--- src/rtl/dbg_seq_pkg.sv ---
package dbg_seq_pkg;
  localparam int DATA_W = 16;
  localparam int PC_W   = 8;
  localparam int RIDX_W = 4;
  localparam int MEM_AW = PC_W + 1;
  localparam int BUS_AW = 24;
  localparam int OPC_W  = 8;

  typedef enum logic [2:0] {
    ST_LATCH, ST_FETCH, ST_LOAD, ST_EXEC, ST_STORE
  } seqState_t;

  typedef enum logic [OPC_W-1:0] {
    OP_NOP      = 8'h00, OP_ATTACH = 8'h01, OP_DETACH = 8'h02, OP_LDD   = 8'h03,
    OP_LDAL     = 8'h04, OP_LDAH   = 8'h05, OP_LDWR   = 8'h06, OP_LDDC  = 8'h07,
    OP_LDMIO    = 8'h08, OP_STD    = 8'h09, OP_START  = 8'h0A, OP_RESET = 8'h0B,
    OP_READY    = 8'h0C, OP_LDI    = 8'h0D, OP_MOV    = 8'h0E, OP_CLR   = 8'h0F,
    OP_LDCMP    = 8'h10, OP_CMP    = 8'h11, OP_BA     = 8'h12, OP_BEQ   = 8'h13,
    OP_BNE      = 8'h14, OP_HOLD   = 8'h15, OP_INT    = 8'h16, OP_WAITADS = 8'h17,
    OP_WAITIO   = 8'h18, OP_WAITLOCK = 8'h19, OP_EXIT = 8'h1A, OP_NMI   = 8'h1B
  } seqOp_t;

  typedef struct packed {
    logic latch;
    logic fetch;
    logic load;
    logic exec;
    logic execDone;
    logic store;
    logic waitMatch;
  } seqStrobe_t;
endpackage

--- src/rtl/dbg_seq_ctrl.sv ---
module dbg_seq_ctrl
  import dbg_seq_pkg::*;
(
  input  logic              clk,
  input  logic              rst,
  input  logic [DATA_W-1:0] memRdData,
  input  logic              busAdsN,
  input  logic              busMio,
  input  logic              busLockN,
  input  logic              holdAck,
  input  logic              intAck,
  output logic [DATA_W-1:0] instr,
  output seqStrobe_t        strobe
);
  seqState_t state;
  seqOp_t    opc;
  logic      condMet;
  logic      isWait;

  assign opc = seqOp_t'(instr[DATA_W-1:DATA_W-OPC_W]);

  always_comb begin
    condMet = 1'b1;
    isWait  = 1'b0;
    case (opc)
      OP_HOLD:     condMet = holdAck;
      OP_INT:      condMet = intAck;
      OP_WAITADS:  begin condMet = !busAdsN;               isWait = 1'b1; end
      OP_WAITIO:   begin condMet = !busAdsN && !busMio;    isWait = 1'b1; end
      OP_WAITLOCK: begin condMet = !busAdsN && !busLockN;  isWait = 1'b1; end
      OP_EXIT:     condMet = 1'b0;
      default:     condMet = 1'b1;
    endcase
  end

  always_comb begin
    strobe           = '0;
    strobe.latch     = (state == ST_LATCH);
    strobe.fetch     = (state == ST_FETCH);
    strobe.load      = (state == ST_LOAD);
    strobe.exec      = (state == ST_EXEC);
    strobe.execDone  = (state == ST_EXEC) && condMet;
    strobe.store     = (state == ST_STORE);
    strobe.waitMatch = (state == ST_EXEC) && condMet && isWait;
  end

  always_ff @(posedge clk) begin
    if (rst) begin
      state <= ST_LATCH;
      instr <= '0;
    end else begin
      case (state)
        ST_LATCH: state <= ST_FETCH;
        ST_FETCH: begin
          instr <= memRdData;
          state <= ST_LOAD;
        end
        ST_LOAD:  state <= ST_EXEC;
        ST_EXEC:  if (condMet) state <= ST_STORE;
        ST_STORE: state <= ST_LATCH;
        default:  state <= ST_LATCH;
      endcase
    end
  end

  p_latch_to_fetch_r1: assert property (@(posedge clk) disable iff (rst)
    state == ST_LATCH |=> state == ST_FETCH);
  p_fetch_to_load_r1: assert property (@(posedge clk) disable iff (rst)
    state == ST_FETCH |=> state == ST_LOAD);
  p_load_to_exec_r1: assert property (@(posedge clk) disable iff (rst)
    state == ST_LOAD |=> state == ST_EXEC);
  p_store_to_latch_r1: assert property (@(posedge clk) disable iff (rst)
    state == ST_STORE |=> state == ST_LATCH);
  p_hold_stall_r9: assert property (@(posedge clk) disable iff (rst)
    (state == ST_EXEC && opc == OP_HOLD && !holdAck) |=> state == ST_EXEC);
  p_exit_stall_r13: assert property (@(posedge clk) disable iff (rst)
    (state == ST_EXEC && opc == OP_EXIT) |=> state == ST_EXEC);
endmodule

--- src/rtl/dbg_seq_dpath.sv ---
module dbg_seq_dpath
  import dbg_seq_pkg::*;
(
  input  logic              clk,
  input  logic              rst,
  input  seqStrobe_t        strobe,
  input  logic [DATA_W-1:0] instr,
  input  logic [DATA_W-1:0] memRdData,
  output logic [MEM_AW-1:0] memAddr,
  output logic              memWrEn,
  output logic [DATA_W-1:0] memWrData,
  input  logic [BUS_AW-1:0] busAddr,
  input  logic [DATA_W-1:0] busData,
  input  logic              busWr,
  input  logic              busDc,
  input  logic              busMio,
  output logic              busEn,
  output logic              readyN,
  output logic [DATA_W-1:0] dataOut,
  output logic              dataOe,
  output logic              cpuReset,
  output logic              cpuHold,
  output logic              cpuIntr,
  output logic              cpuNmi,
  output logic              stopFlag
);
  localparam int HI_W  = BUS_AW - DATA_W;
  localparam int PAD_W = MEM_AW - 1 - RIDX_W;

  seqOp_t            opc;
  logic [PC_W-1:0]   pc;
  logic [DATA_W-1:0] immReg;
  logic [DATA_W-1:0] cmpReg;
  logic [DATA_W-1:0] resReg;
  logic              wrPend;
  logic [RIDX_W-1:0] srcIdx;
  logic [RIDX_W-1:0] dstIdx;
  logic              takeBranch;

  assign opc    = seqOp_t'(instr[DATA_W-1:DATA_W-OPC_W]);
  assign dstIdx = instr[RIDX_W-1:0];
  assign srcIdx = (opc == OP_MOV) ? instr[2*RIDX_W-1:RIDX_W] : instr[RIDX_W-1:0];

  always_comb begin
    if (strobe.fetch)
      memAddr = {1'b0, pc + PC_W'(1)};
    else if (strobe.load || strobe.exec)
      memAddr = {1'b1, {PAD_W{1'b0}}, srcIdx};
    else if (strobe.store)
      memAddr = {1'b1, {PAD_W{1'b0}}, dstIdx};
    else
      memAddr = {1'b0, pc};
  end

  assign memWrEn   = strobe.store && wrPend;
  assign memWrData = resReg;

  always_comb begin
    case (opc)
      OP_BA:   takeBranch = 1'b1;
      OP_BEQ:  takeBranch = (cmpReg != '0);
      OP_BNE:  takeBranch = (cmpReg == '0);
      default: takeBranch = 1'b0;
    endcase
  end

  always_ff @(posedge clk) begin
    if (rst) begin
      pc       <= '0;
      immReg   <= '0;
      cmpReg   <= '0;
      resReg   <= '0;
      wrPend   <= 1'b0;
      busEn    <= 1'b0;
      readyN   <= 1'b1;
      dataOut  <= '0;
      dataOe   <= 1'b0;
      cpuReset <= 1'b0;
      cpuHold  <= 1'b0;
      cpuIntr  <= 1'b0;
      cpuNmi   <= 1'b0;
      stopFlag <= 1'b0;
    end else begin
      if (strobe.load) begin
        immReg <= memRdData;
        if (opc == OP_HOLD) cpuHold <= 1'b1;
        if (opc == OP_INT)  cpuIntr <= 1'b1;
      end
      if (strobe.exec && opc == OP_EXIT) stopFlag <= 1'b1;
      if (strobe.execDone) begin
        wrPend <= 1'b1;
        case (opc)
          OP_LDD:   resReg <= busData;
          OP_LDAL:  resReg <= busAddr[DATA_W-1:0];
          OP_LDAH:  resReg <= {{(DATA_W-HI_W){1'b0}}, busAddr[BUS_AW-1:DATA_W]};
          OP_LDWR:  resReg <= {{(DATA_W-1){1'b0}}, busWr};
          OP_LDDC:  resReg <= {{(DATA_W-1){1'b0}}, busDc};
          OP_LDMIO: resReg <= {{(DATA_W-1){1'b0}}, busMio};
          OP_LDI:   resReg <= immReg;
          OP_MOV:   resReg <= memRdData;
          OP_CLR:   resReg <= '0;
          default:  wrPend <= 1'b0;
        endcase
        case (opc)
          OP_LDCMP:  cmpReg <= memRdData;
          OP_CMP:    cmpReg <= {{(DATA_W-1){1'b0}}, (cmpReg == memRdData)};
          OP_STD:    begin dataOut <= memRdData; dataOe <= 1'b1; end
          OP_READY:  readyN <= 1'b0;
          OP_ATTACH: busEn <= 1'b1;
          OP_DETACH: begin busEn <= 1'b0; dataOe <= 1'b0; cpuHold <= 1'b0; end
          OP_START:  cpuReset <= 1'b0;
          OP_RESET:  cpuReset <= 1'b1;
          OP_NMI:    cpuNmi <= 1'b1;
          OP_INT:    cpuIntr <= 1'b0;
          OP_WAITADS, OP_WAITIO: begin readyN <= 1'b1; busEn <= 1'b1; end
          OP_WAITLOCK: begin readyN <= 1'b1; busEn <= 1'b1; cpuNmi <= 1'b0; end
          default: ;
        endcase
      end
      if (strobe.store)
        pc <= takeBranch ? instr[PC_W-1:0]
                         : pc + ((opc == OP_LDI) ? PC_W'(2) : PC_W'(1));
    end
  end

  p_write_region_r1: assert property (@(posedge clk) disable iff (rst)
    memWrEn |-> memAddr[MEM_AW-1]);
  p_match_attach_r11: assert property (@(posedge clk) disable iff (rst)
    strobe.waitMatch |=> (busEn && readyN));
  p_nmi_clear_r12: assert property (@(posedge clk) disable iff (rst)
    $fell(cpuNmi) |-> $past(strobe.waitMatch));
  p_intr_drop_r10: assert property (@(posedge clk) disable iff (rst)
    $fell(cpuIntr) |-> $past(strobe.execDone));
  p_stop_sticky_r13: assert property (@(posedge clk) disable iff (rst)
    stopFlag |=> stopFlag);
  p_no_write_stopped_r13: assert property (@(posedge clk) disable iff (rst)
    stopFlag |-> !memWrEn);
endmodule

--- src/rtl/dbg_seq.sv ---
module dbg_seq
  import dbg_seq_pkg::*;
(
  input  logic              clk,
  input  logic              rst,
  output logic [MEM_AW-1:0] memAddr,
  input  logic [DATA_W-1:0] memRdData,
  output logic              memWrEn,
  output logic [DATA_W-1:0] memWrData,
  input  logic              busAdsN,
  input  logic [BUS_AW-1:0] busAddr,
  input  logic [DATA_W-1:0] busData,
  input  logic              busWr,
  input  logic              busDc,
  input  logic              busMio,
  input  logic              busLockN,
  input  logic              holdAck,
  input  logic              intAck,
  output logic              busEn,
  output logic              readyN,
  output logic [DATA_W-1:0] dataOut,
  output logic              dataOe,
  output logic              cpuReset,
  output logic              cpuHold,
  output logic              cpuIntr,
  output logic              cpuNmi,
  output logic              stopFlag
);
  seqStrobe_t        strobe;
  logic [DATA_W-1:0] instr;

  dbg_seq_ctrl u_ctrl (
    .clk(clk), .rst(rst), .memRdData(memRdData),
    .busAdsN(busAdsN), .busMio(busMio), .busLockN(busLockN),
    .holdAck(holdAck), .intAck(intAck),
    .instr(instr), .strobe(strobe)
  );

  dbg_seq_dpath u_dpath (
    .clk(clk), .rst(rst), .strobe(strobe), .instr(instr),
    .memRdData(memRdData), .memAddr(memAddr), .memWrEn(memWrEn),
    .memWrData(memWrData), .busAddr(busAddr), .busData(busData),
    .busWr(busWr), .busDc(busDc), .busMio(busMio),
    .busEn(busEn), .readyN(readyN), .dataOut(dataOut), .dataOe(dataOe),
    .cpuReset(cpuReset), .cpuHold(cpuHold), .cpuIntr(cpuIntr),
    .cpuNmi(cpuNmi), .stopFlag(stopFlag)
  );
endmodule

--- config.mk ---
export PLATFORM = sky130hd
export DESIGN_NAME = dbg_seq
export DESIGN_NICKNAME = d
export VERILOG_FILES = /design/src/rtl/dbg_seq_pkg.sv /design/src/rtl/dbg_seq_ctrl.sv /design/src/rtl/dbg_seq_dpath.sv /design/src/rtl/dbg_seq.sv
export SDC_FILE = /design/constraint.sdc
export NUM_CORES = 1
export LEC_CHECK = 0
export BUFFER_PORTS_ARGS = -buffer_cell sky130_fd_sc_hd__buf_2
export CORE_MARGIN = 2
export CORE_UTILIZATION = 59
export DETAILED_ROUTE_END_ITERATION = 8
export PLACE_DENSITY = 0.86
export SETUP_SLACK_MARGIN = 0.5
export SLEW_MARGIN = 20
export SYNTH_ARGS = -nofsm -noshare
export SYNTH_HDL_FRONTEND = slang
export SYNTH_SLANG_ARGS = --single-unit
--- constraint.sdc ---
create_clock -name clk -period 5.55 [get_ports clk]
set_input_delay 0.8325 -clock clk [delete_from_list [all_inputs] [get_ports clk]]
set_output_delay 0.8325 -clock clk [all_outputs]
set_load 0.005 [all_outputs]
==> metrics <==
status=complete, no violations; via count=about 5200; Port Buffer Count=between 100 and 150; Starting Density=between 60% and 70%; Highest Clock Rate=around 0.27 GHz; Die Y-Extent=roughly 97 um; Synth async-reset ratio=0%; final-layout setup total negative slack=0 ns; Bufs on Longest Clock Path=2; number of sinks handled by clock tree synthesis=100; post-detailed-route wirelength per cell=around 17 um; type of element capturing the critical path=output port; global placement routability congestion=about 0.9; critical setup path kind=reg2out; final antenna diode count=0; DRT antenna net count=0; DP HPWL=10300 um; arrival time of the worst setup path=between 2 and 3 ns; instance count of the mapped netlist=around 650; maximum number of pins on one net before global-route repair=between 50 and 60; reported max-cap violation count=0; synthesized area per cell=7.88 um2; final core utilization=a little over two thirds; full die area=~0.0094 mm2; data required time of the critical path=about 4.7 ns; count of final hold-check violations=0; class of the worst hold path=reg2reg; buffer cell driving the clock tree root=clkbuf_8; most common library cell in the layout ignoring fill and taps=nand2_1; Post-synth EDFFs=0; relative slew slack=between 20 and 30%; CTS resizes=0; number of antenna violations at the first check in global routing=0; total number of H-tree levels=3; TritonCTS clock tree=done; Area growth syn-to-layout=14.8%; setup repair after global routing missed its margin=false; CTS clk-pin slew, worst paths=~0.090 ns; DRC marker count from the first detailed-route iteration=roughly 530; number of nets in the synthesized netlist=715; register bit total from synthesis=100; cell leakage power=around 2.4 nW; commonest non-fill, non-tap cells in the layout=118 x nand2_1, 114 x buf_2, 100 x dfxtp_1, 64 x a21oi_1, 57 x nor2_1; ratio of routed vias to standard cells=between 6 and 7; Hold Startpoint=u_dpath.dataOe$_SDFFE_PP0P_; num ports=between 100 and 150; fraction of the yosys area taken by sequential cells=39.3%; Post-Route WL=~14000 um; First-pass DRT Iterations=7; final worst-path cycle share=~66%; number of warning messages in the yosys log=0; post-CTS setup buffers=0; shortest period the worst path allows=3.68 ns; Min Hold Slack=roughly 0.46 ns; Overall Global Routing Usage=a little over 30%; nature of the critical path startpoint=flip-flop; aggregate global routing overflow=0; start point of the critical path=u_ctrl.instr[9]$_SDFFE_PP0P_; Worst-Margin Slew=around 1.1 ns; number of hold-repair buffers added at the cts stage=0; maximum resistive drop on vdd=just under 200 uV; share of layout cells above drive strength 1=around a fifth; final net count=~800; vias in the first global route=roughly 4700; x dimension of the die=approximately 97 um; maximum fanout along the worst path=21; total power divided by cell area=around 250 mW/mm2; main flop type after synthesis=dfxtp_1; count of unresolved DRC violations after routing=0; Final Power=roughly 1.4 mW; Placeable Area=0.00830 mm2; cts bufs inserted=9; Setup Skew=a little under 0.01 ns; global-route wire length before repair=roughly 24000 um; netlist area before placement=0.00509 mm2; r2r startpoint=u_ctrl.instr[8]$_SDFFE_PP0P_; synth unique cells=59; number of pins with negative max-slew slack in the final report=0; number of endpoints failing setup at the final stage=0; insertion delay to the later sink of the worst-skew pair=roughly 0.37 ns; row count=33
-- worst paths after layout --
path,cells past startpoint,slack [ns],endpoint
hold reg to reg,2,0.46,u_dpath.dataOe$_SDFFE_PP0P_
setup / recovery,7,1.87,memAddr[1]
setup reg to reg,8,1.89,u_dpath.pc[2]$_SDFFE_PP0P_
hold / removal,2,0.46,u_dpath.dataOe$_SDFFE_PP0P_
-- state kept, by name, summed over array words and instances, names as in the netlist, 3 cells and up --
| name | count |
|---|---|
| u_ctrl.instr | 16 |
| u_ctrl.state | 3 |
| u_dpath.cmpReg | 16 |
| u_dpath.dataOut | 16 |
| u_dpath.immReg | 16 |
| u_dpath.memWrData | 16 |
| u_dpath.pc | 8 |
-- cells by family after synthesis --
kind of cell,after synthesis,share of synthesized area [%]
compound gates,170,21.4
buf+inv,60,4.69
simple gates,263,24.1
fa+ha+maj,4,1.13
xor+xnor,22,3.78
flops,100,39.3
mux,27,5.55
-- through the flow --
stage | cells | setup slack, ns | area (um2)
2_1_floorplan | 646 | 2.85 | 5090
3_3_place_gp | 822 | 2.12 | 5650
3_5_place_dp | 822 | 1.91 | 5650
4_1_cts | 838 | 1.89 | 5850
5_1_grt | 838 | 1.54 | 5850
6_report | 838 | 1.87 | 5850
-- layout make-up --
type,count,area [um2]
well taps,105,131
inverters,11,41.3
fillers,687,2450
clock buffers,10,128
flip-flops and latches,100,2000
clock inverters,6,72.6
repair buffers,120,616
multi-input cells,486,2860
-- where the power goes --
part | internal [mW] | switching (mW) | leakage, nW
clock | 0.215 | 0.263 | 0.103
sequential | 0.739 | 0.0351 | 0.810
combinational | 0.0766 | 0.122 | 1.50
-- worst max-delay path, cell delays in order (launching register included) --
cell and delay [ns]:
dfxtp_1 0.79, nor2b_1 0.47, nor3b_2 0.25, buf_4 0.29, mux2i_1 0.25, a22oi_1 0.12, a21o_1 0.19, buf_2 0.12
-- layer usage --
layer / wire length [um] / GRT usage [%]
met1: 6120 / 42.8
met2: 6750 / 47.6
met3: 1290 / 4.70
met4: 314 / 8.88
met5: 0 / 0
-- Yosys cell counts (6+ instances only) --
| cell type | number | area (um2) |
|---|---|---|
| a311oi_1 | 11 | 96.3 |
| nand2_1 | 118 | 443 |
| buf_2 | 11 | 55.1 |
| dfxtp_1 | 100 | 2000 |
| and2_1 | 6 | 37.5 |
| o21ai_0 | 27 | 135 |
| nor3_1 | 9 | 45.0 |
| mux2i_1 | 26 | 260 |
| nand3_1 | 26 | 130 |
| nor2b_1 | 7 | 43.8 |
| a211oi_1 | 9 | 67.6 |
| inv_1 | 10 | 37.5 |
| a222oi_1 | 9 | 90.1 |
| a31oi_1 | 17 | 106 |
| xor2_1 | 18 | 158 |
| clkbuf_1 | 36 | 135 |
| nor2_1 | 57 | 214 |
| nor4_1 | 8 | 50.1 |
| a22oi_1 | 9 | 67.6 |
| a21oi_1 | 64 | 320 |
(Power assumes the default switching activity.)
